**src/rtl/vcap_pkg.sv**
```systemverilog
package vcap_pkg;
  localparam int CM_W   = 3;
  localparam int MODE_W = CM_W + 2;

  typedef enum logic {ST_IDLE, ST_CAP} cap_state_t;

  function automatic logic run_bit(input logic [MODE_W-1:0] m);
    return m[0];
  endfunction

  function automatic logic sfc_bit(input logic [MODE_W-1:0] m);
    return m[1];
  endfunction

  function automatic logic [CM_W-1:0] cm_field(input logic [MODE_W-1:0] m);
    return m[MODE_W-1:2];
  endfunction

  // legal colour codes exclude all-zeros and all-ones
  function automatic logic cm_is_valid(input logic [CM_W-1:0] c);
    return (c != '0) && (c != '1);
  endfunction
endpackage

```
**src/rtl/vcap_mode_reg.sv**
```systemverilog
module vcap_mode_reg
  import vcap_pkg::*;
#(
  parameter logic [MODE_W-1:0] RESET_MODE = 5'h14
) (
  input  logic              clk,
  input  logic              rst_n,
  input  logic              wr,
  input  logic [MODE_W-1:0] wdata,
  input  logic              sf_clear,
  output logic [MODE_W-1:0] mode_q
);
  always_ff @(posedge clk or negedge rst_n) begin
    if (!rst_n)        mode_q <= RESET_MODE;
    else if (wr)       mode_q <= wdata;
    else if (sf_clear) mode_q[1] <= 1'b0;
  end


  sf_selfclear_chk: assert property (@(posedge clk) disable iff (!rst_n)
    (sf_clear && !wr) |=> !sfc_bit(mode_q));
endmodule

```
**src/rtl/vcap_frame_fsm.sv**
```systemverilog
module vcap_frame_fsm
  import vcap_pkg::*;
(
  input  logic clk,
  input  logic rst_n,
  input  logic run_req,
  input  logic sfc_req,
  input  logic frame_start,
  input  logic frame_end,
  output logic cap_active,
  output logic sf_done,
  output logic running
);
  cap_state_t state;
  logic       single_kind;
  logic       accept;

  assign accept     = (state == ST_IDLE) && frame_start && (run_req || sfc_req);
  assign cap_active = (state == ST_CAP);
  assign sf_done    = cap_active && frame_end && single_kind;

  always_ff @(posedge clk or negedge rst_n) begin
    if (!rst_n) begin
      state       <= ST_IDLE;
      single_kind <= 1'b0;
    end else if (accept) begin
      state       <= ST_CAP;
      single_kind <= !run_req;
    end else if (cap_active && frame_end) begin
      state       <= ST_IDLE;
      single_kind <= 1'b0;
    end
  end

  always_ff @(posedge clk or negedge rst_n) begin
    if (!rst_n)           running <= 1'b0;
    else if (frame_start) running <= run_req;
  end


  start_at_frame_chk: assert property (@(posedge clk) disable iff (!rst_n)
    $rose(cap_active) |-> $past(frame_start));

  stop_at_end_chk: assert property (@(posedge clk) disable iff (!rst_n)
    (cap_active && frame_end) |=> !cap_active);

  hold_mid_frame_chk: assert property (@(posedge clk) disable iff (!rst_n)
    (cap_active && !frame_end) |=> cap_active);

  running_hold_chk: assert property (@(posedge clk) disable iff (!rst_n)
    !frame_start |=> $stable(running));
endmodule

```
**src/rtl/vcap_cm_latch.sv**
```systemverilog
module vcap_cm_latch
  import vcap_pkg::*;
#(
  parameter logic [CM_W-1:0] RESET_CM = 3'b101
) (
  input  logic            clk,
  input  logic            rst_n,
  input  logic            frame_start,
  input  logic [CM_W-1:0] cm_in,
  output logic [CM_W-1:0] cm_active,
  output logic            out_enable
);
  always_ff @(posedge clk or negedge rst_n) begin
    if (!rst_n)           cm_active <= RESET_CM;
    else if (frame_start) cm_active <= cm_in;
  end

  assign out_enable = cm_is_valid(cm_active);


  cm_frame_aligned_chk: assert property (@(posedge clk) disable iff (!rst_n)
    !frame_start |=> $stable(cm_active));
endmodule

```
**src/rtl/vcap_mode_ctrl.sv**
```systemverilog
module vcap_mode_ctrl
  import vcap_pkg::*;
#(
  parameter logic [MODE_W-1:0] RESET_MODE = 5'h14
) (
  input  logic              clk,
  input  logic              rst_n,
  input  logic              mode_wr,
  input  logic [MODE_W-1:0] mode_wdata,
  input  logic              frame_start,
  input  logic              frame_end,
  output logic [MODE_W-1:0] mode_q,
  output logic              capture_active,
  output logic              stat_running,
  output logic              stat_single,
  output logic [CM_W-1:0]   color_mode,
  output logic              out_enable
);
  localparam logic [CM_W-1:0] RESET_CM = RESET_MODE[MODE_W-1:2];

  logic sf_done;

  vcap_mode_reg #(.RESET_MODE(RESET_MODE)) u_reg (
    .clk(clk), .rst_n(rst_n), .wr(mode_wr), .wdata(mode_wdata),
    .sf_clear(sf_done), .mode_q(mode_q)
  );

  vcap_frame_fsm u_fsm (
    .clk(clk), .rst_n(rst_n),
    .run_req(run_bit(mode_q)), .sfc_req(sfc_bit(mode_q)),
    .frame_start(frame_start), .frame_end(frame_end),
    .cap_active(capture_active), .sf_done(sf_done), .running(stat_running)
  );

  vcap_cm_latch #(.RESET_CM(RESET_CM)) u_cm (
    .clk(clk), .rst_n(rst_n), .frame_start(frame_start),
    .cm_in(cm_field(mode_q)), .cm_active(color_mode), .out_enable(out_enable)
  );

  assign stat_single = capture_active && sfc_bit(mode_q) && !run_bit(mode_q);


  single_flag_chk: assert property (@(posedge clk) disable iff (!rst_n)
    stat_single |-> (capture_active && !run_bit(mode_q)));

  idle_end_ignored_chk: assert property (@(posedge clk) disable iff (!rst_n)
    (!capture_active && frame_end && !frame_start) |=> !capture_active);
endmodule

```
**config.mk**
```make
export PLATFORM = sky130hd
export DESIGN_NAME = vcap_mode_ctrl
export DESIGN_NICKNAME = d
export VERILOG_FILES = /design/src/rtl/vcap_pkg.sv /design/src/rtl/vcap_mode_reg.sv /design/src/rtl/vcap_frame_fsm.sv /design/src/rtl/vcap_cm_latch.sv /design/src/rtl/vcap_mode_ctrl.sv
export SDC_FILE = /design/constraint.sdc
export NUM_CORES = 1
export LEC_CHECK = 0
export CORE_AREA = 2 2 39 41
export CTS_CLUSTER_SIZE = 8
export DETAILED_ROUTE_END_ITERATION = 16
export DIE_AREA = 0 0 41 43
export DONT_BUFFER_PORTS = 1
export PLACE_DENSITY = 0.56
export SYNTH_ARGS = -nofsm -noshare
export SYNTH_HDL_FRONTEND = slang
export SYNTH_SLANG_ARGS = --single-unit
```
**constraint.sdc**
```tcl
create_clock -name clk -period 1.25 [get_ports clk]
set_clock_uncertainty 0.1 [all_clocks]
set_input_delay 0.125 -clock clk [delete_from_list [all_inputs] [get_ports clk]]
set_output_delay 0.125 -clock clk [all_outputs]
set_load 0.05 [all_outputs]
```
==> results of run 1 <==
==> cells in the final DEF, fill, tap and decap left out, types with 3 or more instances in the layout <==
cell type and n:
buf_4 7, buf_6 3, buf_8 3, clkbuf_4 3
dfrtp_1 5, dfstp_2 4, dlygate4sd3_1 9, mux2_2 8
nand2_1 3
==> cell families after synthesis <==
| group | share of synthesized area [%] |
|---|---|
| AO/OA/AOI/OAI | 8.16 |
| flip-flops | 57.1 |
| AND/OR/NAND/NOR | 8.16 |
| multiplexers | 20.4 |
| buffers and inverters | 6.12 |
==> metrics by stage <==
step           hold slack (ns)  cell area [um^2]  total power, mW
2_1_floorplan           -0.271               500            0.748
3_3_place_gp            -0.270               589            0.838
3_5_place_dp            -0.270               589            0.856
4_1_cts                 0.0395               747             1.17
5_1_grt                 0.0282               773             1.25
6_report                0.0391               773             1.18
==> flip-flops by register name, indices dropped and copies added (netlist names) <==
| register | cells |
|---|---|
| u_cm.cm_active | 3 |
| u_fsm.cap_active | 1 |
| u_fsm.running | 1 |
| u_fsm.single_kind | 1 |
| u_reg.mode_q | 5 |
==> layer usage <==
layer	up-vias	GRT usage (%)	wire length, um
li1	176	-	-
met1	184	18.6	401
met2	18	26.3	662
met3	2	4.71	83
met4	0	12.0	8
met5	-	0	0
==> worst max-delay path, stage by stage, from the launching register on <==
cell and delay [ns]:
dfstp_2 0.56, and3_4 0.20, nor2_4 0.04, buf_12 0.15
==> worst max-delay path by stage <==
stage,from,end,cells after the start
floorplan,u_cm.cm_active[1],out_enable,2
detailed placement,u_cm.cm_active[2],out_enable,3
CTS,u_cm.cm_active[2],out_enable,3
finish,u_cm.cm_active[2],out_enable,3
global placement,u_cm.cm_active[2],out_enable,3
global route,u_cm.cm_active[0],out_enable,3
==> area by class of cell <==
type / count / area, um^2
Multi-Input combinational cell: 22 / 199
Tap cell: 16 / 20.0
Fill cell: 125 / 611
Clock buffer: 4 / 26.3
Sequential cell: 11 / 283
Timing Repair Buffer: 23 / 241
Inverter: 1 / 3.75
==> power by group <==
group / internal (mW) / switching, mW / leakage (nW)
Clock: 0.123 / 0.111 / 0.0150
Combinational: 0.203 / 0.265 / 0.197
Sequential: 0.419 / 0.0557 / 0.124
Total: 0.746 / 0.432 / 0.336
==> timing repair <==
action                                  CTS  global route
pin swaps                                 2             0
endpoints found under the setup margin    4             7
hold buffers                              9             0
buffers inserted                          2             1
endpoints found under the hold margin    22             0
resized for setup                         7             5
==> impl_results.md, run 1 <==
- Syn Nets: 47
- Yosys top cell by area: dfrtp_1
- RSZ-0062 raised after global routing: yes
- Clock tree buffer depth: 2
- LEAKAGE: 0.336 nW
- Largest net degree at the start of global routing: 12
- Synth async-reset ratio: 100%
- Placed cells: 61
- Hold path depth: 3
- PnR worst setup slack: -0.186 ns
- Total track usage: 16.9%
- Peak supply drop: 0.000903 V
- Ys Warns: 0
- Wirelength, routed: 1160 um
- Netlist Area Pre-Place: 490 um^2
- Reg-to-reg startpoint: u_cm.cm_active[1]
- Min Tclk post-route: 1.44 ns
- Worst slew margin: 68.7%
- Row cnt: 14
- Post-Syn Instances: 37
- Top cells by count, synth: 8 x mux2_2, 7 x dfrtp_1, 4 x dfstp_2
- Fin. max-slew vios: 0
- Number of flops mapped to enable cells by yosys: 0
- Setup violators final: 4
- Yosys top cell area share: 35.7%
- Status: finished, violations left
- Max Cap Viol: 0
- Ys flop type: dfrtp_1
- First-pass DRT Iterations: 4
- Hold path startpoint: frame_start
- Cts bufs inserted: 3
- Root Driver: clkbuf_4
- Port-buffer cells: 0
- Fmax: 0.697 GHz
- Post-route ant nets: 0
- Worst setup SP type: flip-flop
- Hold Path Sink: u_fsm.single_kind
- Number of DRC markers in iteration 0: 6
- PD cells: 1520 nW/um^2
- Chip height: 43 um
- Layout net count: 72
- Reg-to-Reg End: u_cm.cm_active[1]
- Failing checks: setup timing
- Reg2reg path depth: 2
- Vias/cell: 4.94
- Initial Utilization: 35.4%
- GP Congestion: 0.705
- Avg Inst Size Synth: 13.3 um^2
- Top-count cell post-synth: mux2_2
- Yosys reg bits: 11
- Gr ovfl total: 0
- Die area: 1760 um^2
- H-Tree Depth: 1
- CTS tree: yes
- Ranking of synthesized cells by area: dfrtp_1 36%, dfstp_2 21%, mux2_2 18%
- Initial antenna violation count: 0
- WL/cell: 15.0 um
- Vias: 380
- Worst setup EP type: output pin
- R2R Setup Slk: 0.15 ns
- Number of clock sinks: 11
- Final non-filler cell total: 77
- Global-route wire length before repair: 1880 um
- Fin crit share: 115%
- Dpl ws: 0.0862 ns
- Die width: 41 um
- Crit path kind: flip-flop to output pin
- Hold Crit Class: input port to flip-flop
- Worst Max-Slew Pin Slew: 0.467 ns
- Crit path max fanout: 4
- Final core occ: 55.9%
- Cell variety after synth: 17
- Area of the core: 1380 um^2
- Number of global-route vias before repair: 418
- Critical path arrival: 1.21 ns
- Inserted Diodes: 0
- I/O pin count: 22
- Req. time, crit path: 1.02 ns
- Post-synthesis sequential area ratio: 57.1%
- Final TNS setup: -0.315 ns
- Area Growth Syn to Fin: 57.7%
- CTS clk-pin slew, worst paths: 0.07 ns
- Layout cells sized above 1: 60.7%
- Final Hold Vio Count: 0
- Remaining DRCs: 0
- Clk Latency, worst-skew pair: 0.26 ns
(Power assumes the default switching activity.)
==> run 2: changes to the inputs <==
--- a/config.mk
+++ b/config.mk
@@ -10,7 +10,8 @@
 export DETAILED_ROUTE_END_ITERATION = 16
 export DIE_AREA = 0 0 41 43
 export DONT_BUFFER_PORTS = 1
-export PLACE_DENSITY = 0.56
+export PLACE_DENSITY = 0.54
 export SYNTH_ARGS = -nofsm -noshare
 export SYNTH_HDL_FRONTEND = slang
+export SYNTH_HIERARCHICAL = 1
 export SYNTH_SLANG_ARGS = --single-unit
==> constraint.sdc (replaced) <==
create_clock -name clk -period 1.25 [get_ports clk]
set_clock_uncertainty 0.1 [all_clocks]
set_input_delay 0.125 -clock clk [delete_from_list [all_inputs] [get_ports clk]]
set_output_delay 0.125 -clock clk [all_outputs]
set_load 0.01 [all_outputs]
==> impl_results.md, run 2 <==
- Layout cells sized above 1: 51.0%
- Ys Warns: 6
- PnR worst setup slack: -0.0779 ns
- Status: finished, violations left
- Worst Path Buf+Inv: 0
- CTS tree: yes
- Clk Latency, worst-skew pair: 0.27 ns
- First-pass DRT Iterations: 3
- Chip height: 43 um
- Max Cap Viol: 0
- Cts bufs inserted: 3
- Number of clock sinks: 11
- Flop pwr share: 54.2%
- Syn Nets: 44
- Placed cells: 53
- RSZ-0062 raised after global routing: yes
- Gr ovfl total: 0
- Layout net count: 62
- Filler cells: 133
- Wirelength, routed: 1060 um
- Cell variety after synth: 17
- Area of the core: 1380 um^2
- Number of global-route vias before repair: 374
- Most common cell after layout, fill and taps aside: dlygate4sd3_1
- Post-Syn Instances: 34
- LEAKAGE: 0.301 nW
- Post-route ant nets: 0
- DP Area: 513 um^2
- Worst Max-Slew Pin Slew: 0.480 ns
- Worst slew margin: 67.9%
- Synth async-reset ratio: 100%
- Worst setup SP type: flip-flop
- Vias: 346
- Synth Area in Compound Gates: 6.12%
- Fmax: 0.753 GHz
- Avg Inst Size Synth: 13.8 um^2
- Tot Pwr: 873 uW
- I/O pin count: 22
- GP Congestion: 0.593
- Slowest stage delay, CP: 0.59 ns
- Dpl ws: 0.135 ns
- Max FFs per register: 5
- Number of DRC markers in iteration 0: 3
- Top delay family on crit path: flip-flops
- Clock tree buffer depth: 2
- Commonest non-fill, non-tap cells in the layout: 9 x dlygate4sd3_1, 7 x mux2_2, 7 x dfrtp_1
- Psw: 245 uW
- Die width: 41 um
- Ys flop type: dfrtp_1
- Final Cell Area: 656 um^2
- Yosys reg bits: 11
- Root Driver: clkbuf_4
- Crit path max fanout: 4
- Crit path kind: flip-flop to output pin
- Simple-Gate Fraction of Synth Area: 14.6%
- Final Hold Vio Count: 0
- Largest net degree at the start of global routing: 12
- Ranking of synthesized cells by area: dfrtp_1 37%, dfstp_2 22%, mux2_2 17%
- Die area: 1760 um^2
- Post-synthesis sequential area ratio: 59.6%
- Total track usage: 16.0%
- Top cells by count, synth: 7 x dfrtp_1, 7 x mux2_2, 4 x dfstp_2
- Setup violators final: 2
- Vias/cell: 5.16
- Remaining DRCs: 0
- Final core occ: 47.4%
- WL/cell: 15.9 um
- XOR/XNOR Fraction of Synth Area: 0%
- Largest Register: u_reg/mode_q
- Clock share of power: 27.7%
- Hold Crit Class: input port to flip-flop
- Initial Utilization: 34.0%
- CTS clk-pin slew, worst paths: 0.07 ns
- Final non-filler cell total: 67
- Yosys top cell by area: dfrtp_1
- Slowest-stage cell, CP: dfstp_2
- PD cells: 1330 nW/um^2
- Switching Share: 28.1%
- Fin. max-slew vios: 0
- Fin crit share: 106%
- Initial antenna violation count: 0
- Req. time, crit path: 1.02 ns
- Regs by FF count: u_reg/mode_q x5, u_cm/cm_active x3
- Port-buffer cells: 0
- Min Tclk post-route: 1.33 ns
- Largest family of logic cells by synthesized area: multiplexers
- Area Growth Syn to Fin: 39.4%
- Internal: 628 uW
- Adder-cell share of the synthesized area: 0%
- Critical path arrival: 1.10 ns
- Global-route wire length before repair: 1750 um
- Worst setup EP type: output pin
- Inserted Diodes: 0
- Netlist Area Pre-Place: 470 um^2
- Failing checks: setup timing
- CP cell instances: and3_4 > nor2_2
- Number of flops mapped to enable cells by yosys: 0
- Yosys top cell area share: 37.2%
- H-Tree Depth: 1
- Peak supply drop: 0.000995 V
- Row cnt: 14
- Comb pwr share: 18.1%
- Mux contribution to synthesized area: 18.9%
## run 2: per-stage QoR
stage          TNS, ns  hold WS (ns)
2_1_floorplan        0        -0.271
3_3_place_gp         0        -0.270
3_5_place_dp         0        -0.270
4_1_cts         -0.118        0.0621
5_1_grt         -0.226        0.0681
6_report        -0.102        0.0701
## run 2: worst register-to-register path, delay by kind of cell (launching register included)
family,cells,cell delay [ns]
DFF,1,0.36
AOI/OAI and AO/OA,1,0.27
and+or+nand+nor,1,0.20
buffers and inverters,1,0.12
## run 2: path summary, 6_finish.rpt
| check | start | endpoint | slack (ns) | depth (start not counted) |
|---|---|---|---|---|
| max in group asynchronous | rst_n | u_cm/cm_active[2] | 0.56 | 1 |
| worst min register to register | u_fsm/running | u_fsm/running | 0.49 | 2 |
| worst max register to register | u_reg/mode_q[0] | u_fsm/single_kind | 0.09 | 3 |
| worst min-delay path | frame_start | u_fsm/single_kind | 0.07 | 2 |
| worst max-delay path | u_cm/cm_active[0] | out_enable | -0.08 | 2 |
| min in group asynchronous | rst_n | u_reg/mode_q[3] | 0.15 | 1 |
## run 2: layout make-up
cell class | count | area (um^2) | area share, %
Sequential cell | 11 | 280 | 42.7
Timing Repair Buffer | 13 | 124 | 18.9
Inverter | 1 | 3.75 | 0.573
Clock inverter | 1 | 5.00 | 0.763
Clock buffer | 3 | 22.5 | 3.44
Tap cell | 16 | 20.0 | 3.05
Multi-Input combinational cell | 22 | 200 | 30.5
## run 2: repair_timing
item | 4_1_cts | 5_1_grt
hold buffers | 9 | 0
setup buffers | 1 | 0
endpoints found under the setup margin | 2 | 2
gates resized for setup | 4 | 1
pin swaps | 1 | 1
hold endpoints to repair | 22 | 0
## run 2: layer usage
| metal | track usage, % | part of all wire (%) |
|---|---|---|
| met5 | 0 | 0 |
| met3 | 11.5 | 10 |
| met1 | 16.1 | 36 |
| met4 | 8.00 | 0.94 |
| met2 | 23.4 | 53 |
## run 2: power groups by stage
stage                     logic (mW)  registers [mW]  clock network [mW]
after detailed placement       0.111           0.478                   0
final                          0.158           0.473               0.242
after CTS                      0.157           0.473               0.253
after global placement         0.105           0.474                   0
after global routing           0.173           0.483               0.283
after floorplan               0.0710           0.473                   0
## run 2: cells by family (layout without fill, tap and decap cells)
group	count (synthesis)	count (layout)
AO/OA/AOI/OAI	4	4
AND/OR/NAND/NOR	10	10
multiplexers	8	8
flip-flops	11	11
buffers and inverters	1	18
==> run 3: changes to the inputs <==
--- a/config.mk
+++ b/config.mk
@@ -10,7 +10,8 @@
 export DETAILED_ROUTE_END_ITERATION = 16
 export DIE_AREA = 0 0 41 43
 export DONT_BUFFER_PORTS = 1
-export PLACE_DENSITY = 0.54
+export PLACE_DENSITY = 0.56
+export SKIP_LAST_GASP = 1
 export SYNTH_ARGS = -nofsm -noshare
 export SYNTH_HDL_FRONTEND = slang
 export SYNTH_HIERARCHICAL = 1
==> constraint.sdc (replaced) <==
create_clock -name clk -period 1.11 [get_ports clk]
set_clock_uncertainty 0.1 [all_clocks]
set_input_delay 0.111 -clock clk [delete_from_list [all_inputs] [get_ports clk]]
set_output_delay 0.111 -clock clk [all_outputs]
set_load 0.01 [all_outputs]
==> impl_results.md, run 3 (synthesized netlist as in run 2, its figures left out) <==
- Worst setup EP type: output pin
- Layout net count: 67
- Number of global-route vias before repair: 393
- Fin crit share: 117%
- Top delay family on crit path: flip-flops
- Critical path arrival: 1.08 ns
- Max Cap Viol: 0
- Gr ovfl total: 0
- Crit path depth: 2
- Filler cells: 124
- Post-route ant nets: 0
- Crit path kind: flip-flop to output pin
- Inserted Diodes: 0
- Remaining DRCs: 0
- CTS clk-pin slew, worst paths: 0.07 ns
- Initial antenna violation count: 0
- CTS tree: yes
- Dpl ws: 0.0328 ns
- Multi-input gate area: 210 um^2
- Worst Max-Slew Pin Slew: 0.475 ns
- Wirelength, routed: 1170 um
- Fin Hold WS: 0.0928 ns
- Regs by FF count: u_reg/mode_q x5, u_cm/cm_active x3
- Critical path origin: u_cm/cm_active[2]
- Slowest stage delay, CP: 0.58 ns
- Initial Utilization: 34.0%
- Failing checks: setup timing
- Max FFs per register: 5
- H-Tree Depth: 1
- Hold path startpoint: frame_end
- I/O pin count: 22
- Cts bufs inserted: 3
- LEAKAGE: 0.349 nW
- Crit path max fanout: 4
- Reg-to-reg startpoint: u_fsm/cap_active
- Clk Latency, worst-skew pair: 0.26 ns
- Worst Path Buf+Inv: 0
- Seq. cell area: 282 um^2
- Number of DRC markers in iteration 0: 0
- Root Driver: clkbuf_4
- Port-buffer cells: 0
- Final Hold Vio Count: 0
- Chip height: 43 um
- RSZ-0062 raised after global routing: yes
- Setup violators final: 5
- Most common cell after layout, fill and taps aside: dlygate4sd3_1
- Die area: 1760 um^2
- Reg-to-Reg End: u_fsm/single_kind
- First-pass DRT Iterations: 1
- Number of clock sinks: 11
- Hpwl dp: 790 um
- Fin. max-slew vios: 0
- Vias: 370
- Commonest non-fill, non-tap cells in the layout: 7 x dlygate4sd3_1, 6 x buf_6, 6 x mux2_2, 6 x dfrtp_1, 4 x dfstp_2
- Req. time, crit path: 0.90 ns
- Layout cells sized above 1: 55.4%
- Critical Path Sink: out_enable
- Clock tree buffer depth: 2
- Die width: 41 um
- CP cell instances: and3_4 > nor2_4
- Worst slew margin: 68.3%
- Reg2reg path depth: 3
- WL/cell: 16.2 um
- R2R Setup Slk: -0.07 ns
- Peak supply drop: 0.000773 V
- Vias/cell: 5.14
- Area Growth Syn to Fin: 54.5%
- Fmax: 0.772 GHz
- Hold Crit Class: input port to flip-flop
- Total track usage: 15.6%
- Final TNS setup: -0.433 ns
- Worst setup SP type: flip-flop
- Status: finished, violations left
- GP Congestion: 0.540
- Largest Register: u_reg/mode_q
- Area of the core: 1380 um^2
- Min Tclk post-route: 1.30 ns
- PD cells: 1430 nW/um^2
- Tot Pwr: 1.04 mW
- Global-route wire length before repair: 1720 um
- Slowest-stage cell, CP: dfstp_2
- Row cnt: 14
- Largest net degree at the start of global routing: 12
- PnR worst setup slack: -0.186 ns
run 3: cell count changes in the layout (fill, tap and decap cells not counted), sizes merged:
cell	before	now
buf	4	9
dlygate4sd3	9	7
dlymetal6s4s	0	2
clkbuf	3	4
clkinv	1	0
run 3: worst min path at each step:
stage	endpoint	slack, ns	cells after the start
after detailed placement	u_fsm/running	-0.28	0
after global routing	u_fsm/single_kind	0.11	2
final	u_fsm/single_kind	0.09	2
after global placement	u_fsm/running	-0.28	0
after floorplan	u_cm/cm_active[1]	-0.28	0
after CTS	u_fsm/single_kind	0.08	2
run 3: per-stage QoR:
step / cells / util [%] / instance area (um^2)
floorplan: 34 / - / 472
global placement: 56 / 38.8 / 537
detailed placement: 56 / 38.8 / 537
CTS: 72 / 50.0 / 692
global route: 72 / 52.5 / 727
finish: 72 / 52.5 / 727
run 3: layout make-up:
class,count,share of cell area [%]
sequential,11,38.7
tap,16,2.75
multi-input combinational,22,28.9
timing repair buffer,18,25.5
clock buffer,4,3.61
inverter,1,0.516
run 3: repair_timing:
| action | CTS | global route |
|---|---|---|
| resized for setup | 5 | 10 |
| pin swaps | 1 | 3 |
| endpoints found under the setup margin | 4 | 9 |
| hold endpoints to repair | 22 | 0 |
| buffers inserted | 3 | 0 |
| hold buffers | 9 | 0 |
run 3: metal layers:
layer	global-route usage (%)	up-vias	part of all wire, %	wire length, um
li1	-	168	-	-
met1	15.2	188	36	425
met2	26.3	12	57	664
met3	3.14	2	5.4	63
met4	12.0	0	1.1	13
met5	0	-	0	0
run 3: where the power goes:
group / total, mW / internal [mW] / switching, mW
Sequential: 0.523 / 0.468 / 0.0554
Clock: 0.261 / 0.139 / 0.122
Combinational: 0.253 / 0.156 / 0.0975
